[src/rtl/swb_pkg.sv]
package swb_pkg;

    function automatic int cdiv(input int a, input int b);
        return (a + b - 1) / b;
    endfunction

    function automatic int clog2i(input int v);
        int r;
        r = 0;
        while ((1 << r) < v) r++;
        return (r < 1) ? 1 : r;
    endfunction

    // count of indices x < lim with x mod stride == res
    function automatic int stride_count(input int lim, input int stride, input int res);
        return (res < lim) ? cdiv(lim - res, stride) : 0;
    endfunction

endpackage

[src/rtl/swb_cfg_chain.sv]
module swb_cfg_chain #(
    parameter int TOT = 352
) (
    input  logic           clk,
    input  logic           rst_n,
    input  logic           cfg_en,
    input  logic           cfg_in,
    output logic           cfg_out,
    output logic [TOT-1:0] sh_o,
    output logic [TOT-1:0] act_o
);

    typedef struct packed {
        logic [TOT-1:0] shift;
        logic [TOT-1:0] act;
        logic           en;
    } chain_t;

    chain_t st_d, st_q;

    always_comb begin
        st_d = st_q;
        if (cfg_en) begin
            st_d.shift = {cfg_in, st_q.shift[TOT-1:1]};
        end
        if (st_q.en && !cfg_en) begin
            st_d.act = st_q.shift;
        end
        st_d.en = cfg_en;
    end

    always_ff @(posedge clk or negedge rst_n) begin
        if (!rst_n) begin
            st_q <= '0;
        end else begin
            st_q <= st_d;
        end
    end

    assign cfg_out = st_q.shift[0];
    assign sh_o    = st_q.shift;
    assign act_o   = st_q.act;

endmodule

[src/rtl/swb_wire_mux.sv]
module swb_wire_mux
    import swb_pkg::*;
#(
    parameter int J    = 0,
    parameter int NDIR = 8,
    parameter int NOUT = 16,
    parameter int SQ   = 6,
    parameter int SELW = 4
) (
    input  logic [SELW-1:0] sel,
    input  logic [NDIR-1:0] nb_tap,
    input  logic [NOUT-1:0] lout,
    output logic            y
);

    localparam int RES   = J % SQ;
    localparam int NLO   = stride_count(NOUT, SQ, RES);
    localparam int BASE  = 3 + NDIR;
    localparam int NCODE = 1 << SELW;

    logic [NCODE-1:0] cand;

    always_comb begin
        cand    = '0;
        cand[2] = 1'b1;
        for (int k = 0; k < NDIR; k++) begin
            if (3 + k < NCODE) cand[3 + k] = nb_tap[k];
        end
        for (int m = 0; m < NLO; m++) begin
            if (BASE + m < NCODE) cand[BASE + m] = lout[m * SQ + RES];
        end
    end

    assign y = cand[sel];

endmodule

[src/rtl/swb_in_mux.sv]
module swb_in_mux
    import swb_pkg::*;
#(
    parameter int I    = 0,
    parameter int NW   = 56,
    parameter int SI   = 6,
    parameter int SELW = 4
) (
    input  logic [SELW-1:0] sel,
    input  logic [NW-1:0]   sw,
    output logic            y
);

    localparam int RES   = I % SI;
    localparam int NSW   = stride_count(NW, SI, RES);
    localparam int NCODE = 1 << SELW;

    logic [NCODE-1:0] cand;

    always_comb begin
        cand = '0;
        for (int m = 0; m < NSW; m++) begin
            if (1 + m < NCODE) cand[1 + m] = sw[m * SI + RES];
        end
    end

    assign y = cand[sel];

endmodule

[src/rtl/swb_tile.sv]
module swb_tile
    import swb_pkg::*;
#(
    parameter int CELLS = 8,
    parameter int LUT_K = 4,
    parameter int EXTRA = 16,
    parameter int NDIR  = 8,
    parameter int SI    = 6,
    parameter int SQ    = 6,
    localparam int NW   = CELLS * (LUT_K + 1) + EXTRA,
    localparam int NIN  = CELLS * LUT_K,
    localparam int NOUT = CELLS * 2
) (
    input  logic               clk,
    input  logic               rst_n,
    input  logic               cfg_en,
    input  logic               cfg_in,
    output logic               cfg_out,
    input  logic [NOUT-1:0]    lout_i,
    input  logic [NDIR*NW-1:0] nb_in,
    output logic [NIN-1:0]     lin_o,
    output logic [NDIR*NW-1:0] nb_out
);

    localparam int SW_SELW = clog2i(3 + NDIR + cdiv(NOUT, SQ));
    localparam int IN_SELW = clog2i(1 + cdiv(NW, SI));
    localparam int SW_BITS = NW * SW_SELW;
    localparam int TOT     = SW_BITS + NIN * IN_SELW;

    logic [TOT-1:0] sh_cfg;
    logic [TOT-1:0] act_cfg;
    logic [NW-1:0]  sw_w;

    swb_cfg_chain #(.TOT(TOT)) u_cfg (
        .clk     (clk),
        .rst_n   (rst_n),
        .cfg_en  (cfg_en),
        .cfg_in  (cfg_in),
        .cfg_out (cfg_out),
        .sh_o    (sh_cfg),
        .act_o   (act_cfg)
    );

    for (genvar j = 0; j < NW; j++) begin : g_wire
        logic [NDIR-1:0] tap;
        for (genvar k = 0; k < NDIR; k++) begin : g_tap
            assign tap[k] = nb_in[k * NW + ((j + k) % NW)];
        end
        swb_wire_mux #(
            .J(j), .NDIR(NDIR), .NOUT(NOUT), .SQ(SQ), .SELW(SW_SELW)
        ) u_mux (
            .sel    (act_cfg[j * SW_SELW +: SW_SELW]),
            .nb_tap (tap),
            .lout   (lout_i),
            .y      (sw_w[j])
        );
    end

    for (genvar i = 0; i < NIN; i++) begin : g_in
        swb_in_mux #(
            .I(i), .NW(NW), .SI(SI), .SELW(IN_SELW)
        ) u_mux (
            .sel (act_cfg[SW_BITS + i * IN_SELW +: IN_SELW]),
            .sw  (sw_w),
            .y   (lin_o[i])
        );
    end

    for (genvar k = 0; k < NDIR; k++) begin : g_nbo
        assign nb_out[k * NW +: NW] = sw_w;
    end

endmodule

[config.mk]
export PLATFORM = sky130hd
export DESIGN_NAME = swb_tile
export DESIGN_NICKNAME = d
export VERILOG_FILES = /design/src/rtl/swb_pkg.sv /design/src/rtl/swb_cfg_chain.sv /design/src/rtl/swb_wire_mux.sv /design/src/rtl/swb_in_mux.sv /design/src/rtl/swb_tile.sv
export SDC_FILE = /design/constraint.sdc
export NUM_CORES = 1
export LEC_CHECK = 0
export ABC_AREA = 1
export BUFFER_PORTS_ARGS = -buffer_cell sky130_fd_sc_hd__clkbuf_2
export CAP_MARGIN = 20
export CELL_PAD_IN_SITES_DETAIL_PLACEMENT = 0
export CELL_PAD_IN_SITES_GLOBAL_PLACEMENT = 1
export CORE_AREA = 2 2 373 375
export DETAILED_ROUTE_END_ITERATION = 16
export DIE_AREA = 0 0 375 377
export PLACE_DENSITY = 0.78
export REMOVE_ABC_BUFFERS = 1
export SYNTH_ARGS = -nofsm -noshare
export SYNTH_HDL_FRONTEND = slang
export SYNTH_HIERARCHICAL = 1
export SYNTH_SLANG_ARGS = --single-unit
[constraint.sdc]
create_clock -name clk -period 6.5 [get_ports clk]
set_clock_uncertainty 0.1 [all_clocks]
set_input_delay 1.3 -clock clk [delete_from_list [all_inputs] [get_ports clk]]
set_output_delay 1.3 -clock clk [all_outputs]
set_load 0.01 [all_outputs]
## Word level (Yosys, flattened, before mapping)

Cells that the tools add are included.

| storage, ports and cells | value |
|---|---|
| input bits | 468 |
| output and inout port bits | 481 |
| register bits | 705 |

| cells by class | value |
|---|---|
| reduce and logical (&&, ||, !) cells | 2 |
| order comparisons | 88 |
| mux-type cells | 176 |

Operator list:

| kind | number |
|---|---|
| $lt 4x5->1 const B | 88 |
| $bmux 1 s4 | 88 |
| $mux 1 | 88 |
| $logic_and 1x1->1 | 1 |
| $logic_not 1->1 | 1 |

## Depth between registers and ports, before layout

| logic depth | value |
|---|---|
| word-level depth | 4 |
| gate-level depth with buffers | 15 |
| mapped depth without buffers | 14 |

## By module

Netlist, hierarchy kept.

By module, submodules not included:

| module | area each (µm²) | instances | cells an instance | sequential area each (µm²) |
|---|---|---|---|---|
| swb_cfg_chain | 32291.0 | 1 | 3716 | 17641.9 |
| swb_wire_mux at g_wire[0].u_mux ... | 128.9 | 38 | 31 | 0.0 |
| swb_tile | 2942.8 | 1 | 392 | 0.0 |
| swb_wire_mux at g_wire[10].u_mux ... | 137.6 | 18 | 35 | 0.0 |
| swb_in_mux at g_in[10].u_mux ... | 120.1 | 20 | 29 | 0.0 |
| swb_in_mux at g_in[0].u_mux ... | 113.9 | 12 | 28 | 0.0 |

## Least setup slack after synthesis

OpenSTA, ideal clock, no wires.

| timing path | value |
|---|---|
| kind | input port to output port |
| from | in nb_in[175] |
| to | out lin_o[10] |
| data arrival time | 2.563 ns |
| slack | 2.537 ns |
| cell stages on the path | 12 |
| path buffers | 0 |
| cell sequence | inv_1 -> nor2_1 -> nor2_1 -> nor2_1 -> nor2_1 -> nor2_1 -> nand3_1 -> nand2_1 -> inv_1 -> nand2_1 -> nand3_1 -> nand2_1 |

| between the ends | value |
|---|---|
| cells in the longest elaborated chain, start to end | 4 |

RTL lines:

| item | line | source |
|---|---|---|
| start, declared | swb_tile.sv:20 | `input logic [NDIR*NW-1:0] nb_in,` |
| $bmux 1 s4 | swb_wire_mux.sv:34 | `assign y = cand[sel];` |
| $mux 1 (not written as such) | swb_wire_mux.sv:34 |  |
| net nb_out[4] | swb_tile.sv:22 | `output logic [NDIR*NW-1:0] nb_out` |
| $bmux 1 s4 | swb_in_mux.sv:27 | `assign y = cand[sel];` |
| $mux 1 (not written as such) | swb_in_mux.sv:27 |  |
| end, declared | swb_tile.sv:21 | `output logic [NIN-1:0] lin_o,` |

The timed path passes the listed nets, and every way through them passes these cells. The select of a mux whose other input is x is not followed.

## Worst setup path after layout

| timing path | value |
|---|---|
| from | in lout_i[5] |
| to | out lin_o[11] |

| between the ends | value |
|---|---|
| cells in the longest elaborated chain, start to end | 4 |
| elaborated cells between the ends (all ways) | 20 |
| classes of those cells | 20 x mux |

RTL lines:

| item | line | source |
|---|---|---|
| start, declared | swb_tile.sv:19 | `input logic [NOUT-1:0] lout_i,` |
| $bmux 1 s4 | swb_wire_mux.sv:34 |  |
| $mux 1 (not written as such) | swb_wire_mux.sv:34 |  |
| $bmux 1 s4 (*) | swb_in_mux.sv:27 |  |
| $mux 1 (not written as such) (*) | swb_in_mux.sv:27 |  |

Every way passes the cells marked *; elsewhere a longest branch is shown, timed or not. The select of a mux whose other input is x is not followed.

==> impl_metrics.py <==
metrics = {
    "status": {
        "status": "complete, no violations",
    },
    "job": {
        "cap_violations": 0,
    },
    "global_route": {
        "grt_pass1_wl_mm": 200,
        "grt_overflow": 0,
        "track_usage_pct": 17.6,
        "grt_antenna_before_repair": 12,
        "grt_start_max_net_pins": 216,
        "grt_pass1_vias": 35538,
    },
    "final_layout": {
        "fin_util_pct": 34.5,
        "drive_above_1_share_pct": 18.3,
        "fin_nets": 7071,
        "area_delta_synth_final_pct": 8.05,
        "nFillCells": 14822,
    },
    "worst_setup_path": {
        "crit_fanout": 13,
        "endpoint_kind": "primary output",
        "worstPathRequired_ns": 5.10,
        "worstPathArrival_ns": 3.33,
        "cp-start-kind": "input port",
        "critPathKind": "input port to primary output",
    },
    "clocking": {
        "cts_hold_buffers": 0,
        "clock_latency_ns": 0.63,
        "htree_levels": 3,
        "post_cts_resized": 0,
        "post-cts-setup-buffers": 0,
        "clockBufferDepth": 3,
        "cts_tree": "built",
        "cts_num_sinks": 705,
        "clkTransAtPathRegs_ns": 0.05,
        "cts_made_buffers": 80,
        "cts-root-buf": "clkbuf_16",
    },
    "sta": {
        "tightest_slew_ns": 1.11,
        "relSlewSlack_pct": 25.9,
        "finalHoldViolations": 0,
        "hold_slack_ns": 0.367,
        "period_needed_ns": 4.73,
        "setup_viol": 0,
        "rsz0062_at_grt": "false",
        "period_share_pct": 72.7,
        "final.setup.worst_slack_ns": 1.77,
        "fmax_mhz": 212,
        "slew_violations": 0,
    },
    "power": {
        "p_total_mw": 9.92,
        "power_leakage_nw": 26.8,
        "powerDensity_nw_per_um2": 210,
        "ir_drop_uv": 170,
    },
    "route": {
        "drt-initial-drc-count": 2522,
        "vias": 38254,
        "avgRoutedWirePerCell_um": 15.3,
        "routed_wl_mm": 129,
        "dr.pass1.iters": 5,
        "ant_nets": 0,
        "vias_per_cell": 4.52,
        "drcViolationCount": 0,
    },
    "floorplan": {
        "core_area_um2": 137000,
        "die_height_um": 377,
        "die_width_um": 375,
        "core.rowCount": 136,
        "io-pin-count": 949,
        "dieArea_um2": 141000,
        "start_util_pct": 31.9,
    },
    "synth": {
        "netlist_area_um2": 43700,
        "synth_cells": 6480,
        "syn_area_per_cell_um2": 6.75,
        "ys_warn_count": 6,
    },
    "placed_design": {
        "place_congestion": 0.868,
        "hpwl_mm": 92.1,
        "dp_slack_ns": 1.75,
        "port_buffers": 948,
    },
    "hold_path": {
        "hp-class": "flip-flop to flip-flop",
    },
}
[placed cells by master, fill, tap and decap left out, drive strengths merged]
cell,instances
nand3,670
clkbuf,1062
or2,20
clkinvlp,6
nand3b,18
diode,1
o21ai,128
o22ai,12
o211ai,38
nor2,348
nand2,2911
clkinv,10
bufinv,6
dfrtp,705
inv,639
a21oi,58
buf,33
[worst max-delay path, cell delays in order]
cell and delay [ns]:
clkbuf_2 0.25, nand2_1 0.09, nand3b_1 0.10, nand2_1 0.06, inv_1 0.05, nand2_1 0.04, nor2_1 0.82, inv_1 0.09
nand2_1 0.11, nand3_1 0.06, nand3_1 0.07, nand3_1 0.07, nand2_1 0.06, clkbuf_2 0.14
[report_power, final]
part           leakage [nW]  switching, mW  total, mW  internal, mW
Combinational          15.6          0.485      0.717         0.232
Sequential             9.82         0.0781       4.53          4.45
Clock                  1.32           1.88       4.67          2.79
[stage by stage]
step                      cells  area (um2)  setup TNS [ns]
after detailed placement   8315       44500               0
after CTS                  8458       47300               0
after global routing       8459       47300               0
final                      8459       47300               0
after global placement     8315       44500               0
after floorplan            5542       37200        -2625.07
[per-layer routing]
layer	GRT usage (%)	vias to the layer above	share of wire [%]
met5	0	-	0.061
met4	5.45	12	2.6
met3	2.96	162	5.1
met2	29.0	952	47
met1	23.6	17818	46
li1	-	19310	-
[registers in the layout, indices dropped and copies added (netlist names)]
| name | count |
|---|---|
| u_cfg/act_o | 352 |
| u_cfg/st_q | 1 |
| u_cfg/sh_o | 352 |
[final cells by class]
cell class	count	area [um2]	area share (%)
clock inverter	27	319	0.675
tap	1794	2240	4.75
antenna	1	2.50	0.00530
sequential	705	17600	37.3
clock buffer	116	2390	5.06
timing repair buffer	979	5110	10.8
multi-input combinational	4203	17200	36.3
inverter	634	2390	5.05
[worst paths after layout]
check                            startpoint  slack, ns  cells past startpoint               end
min                        u_cfg/act_o[251]       0.37                      2  u_cfg/act_o[251]
max                               lout_i[5]       1.77                     14         lin_o[11]
max reg2reg                   u_cfg/st_q[0]       3.98                      4  u_cfg/act_o[177]
min in group asynchronous             rst_n       0.55                      1   u_cfg/sh_o[109]
min reg2reg                u_cfg/act_o[251]       0.37                      2  u_cfg/act_o[251]
max in group asynchronous             rst_n       4.31                      2  u_cfg/act_o[299]
Power figures use the tool's default switching activity.
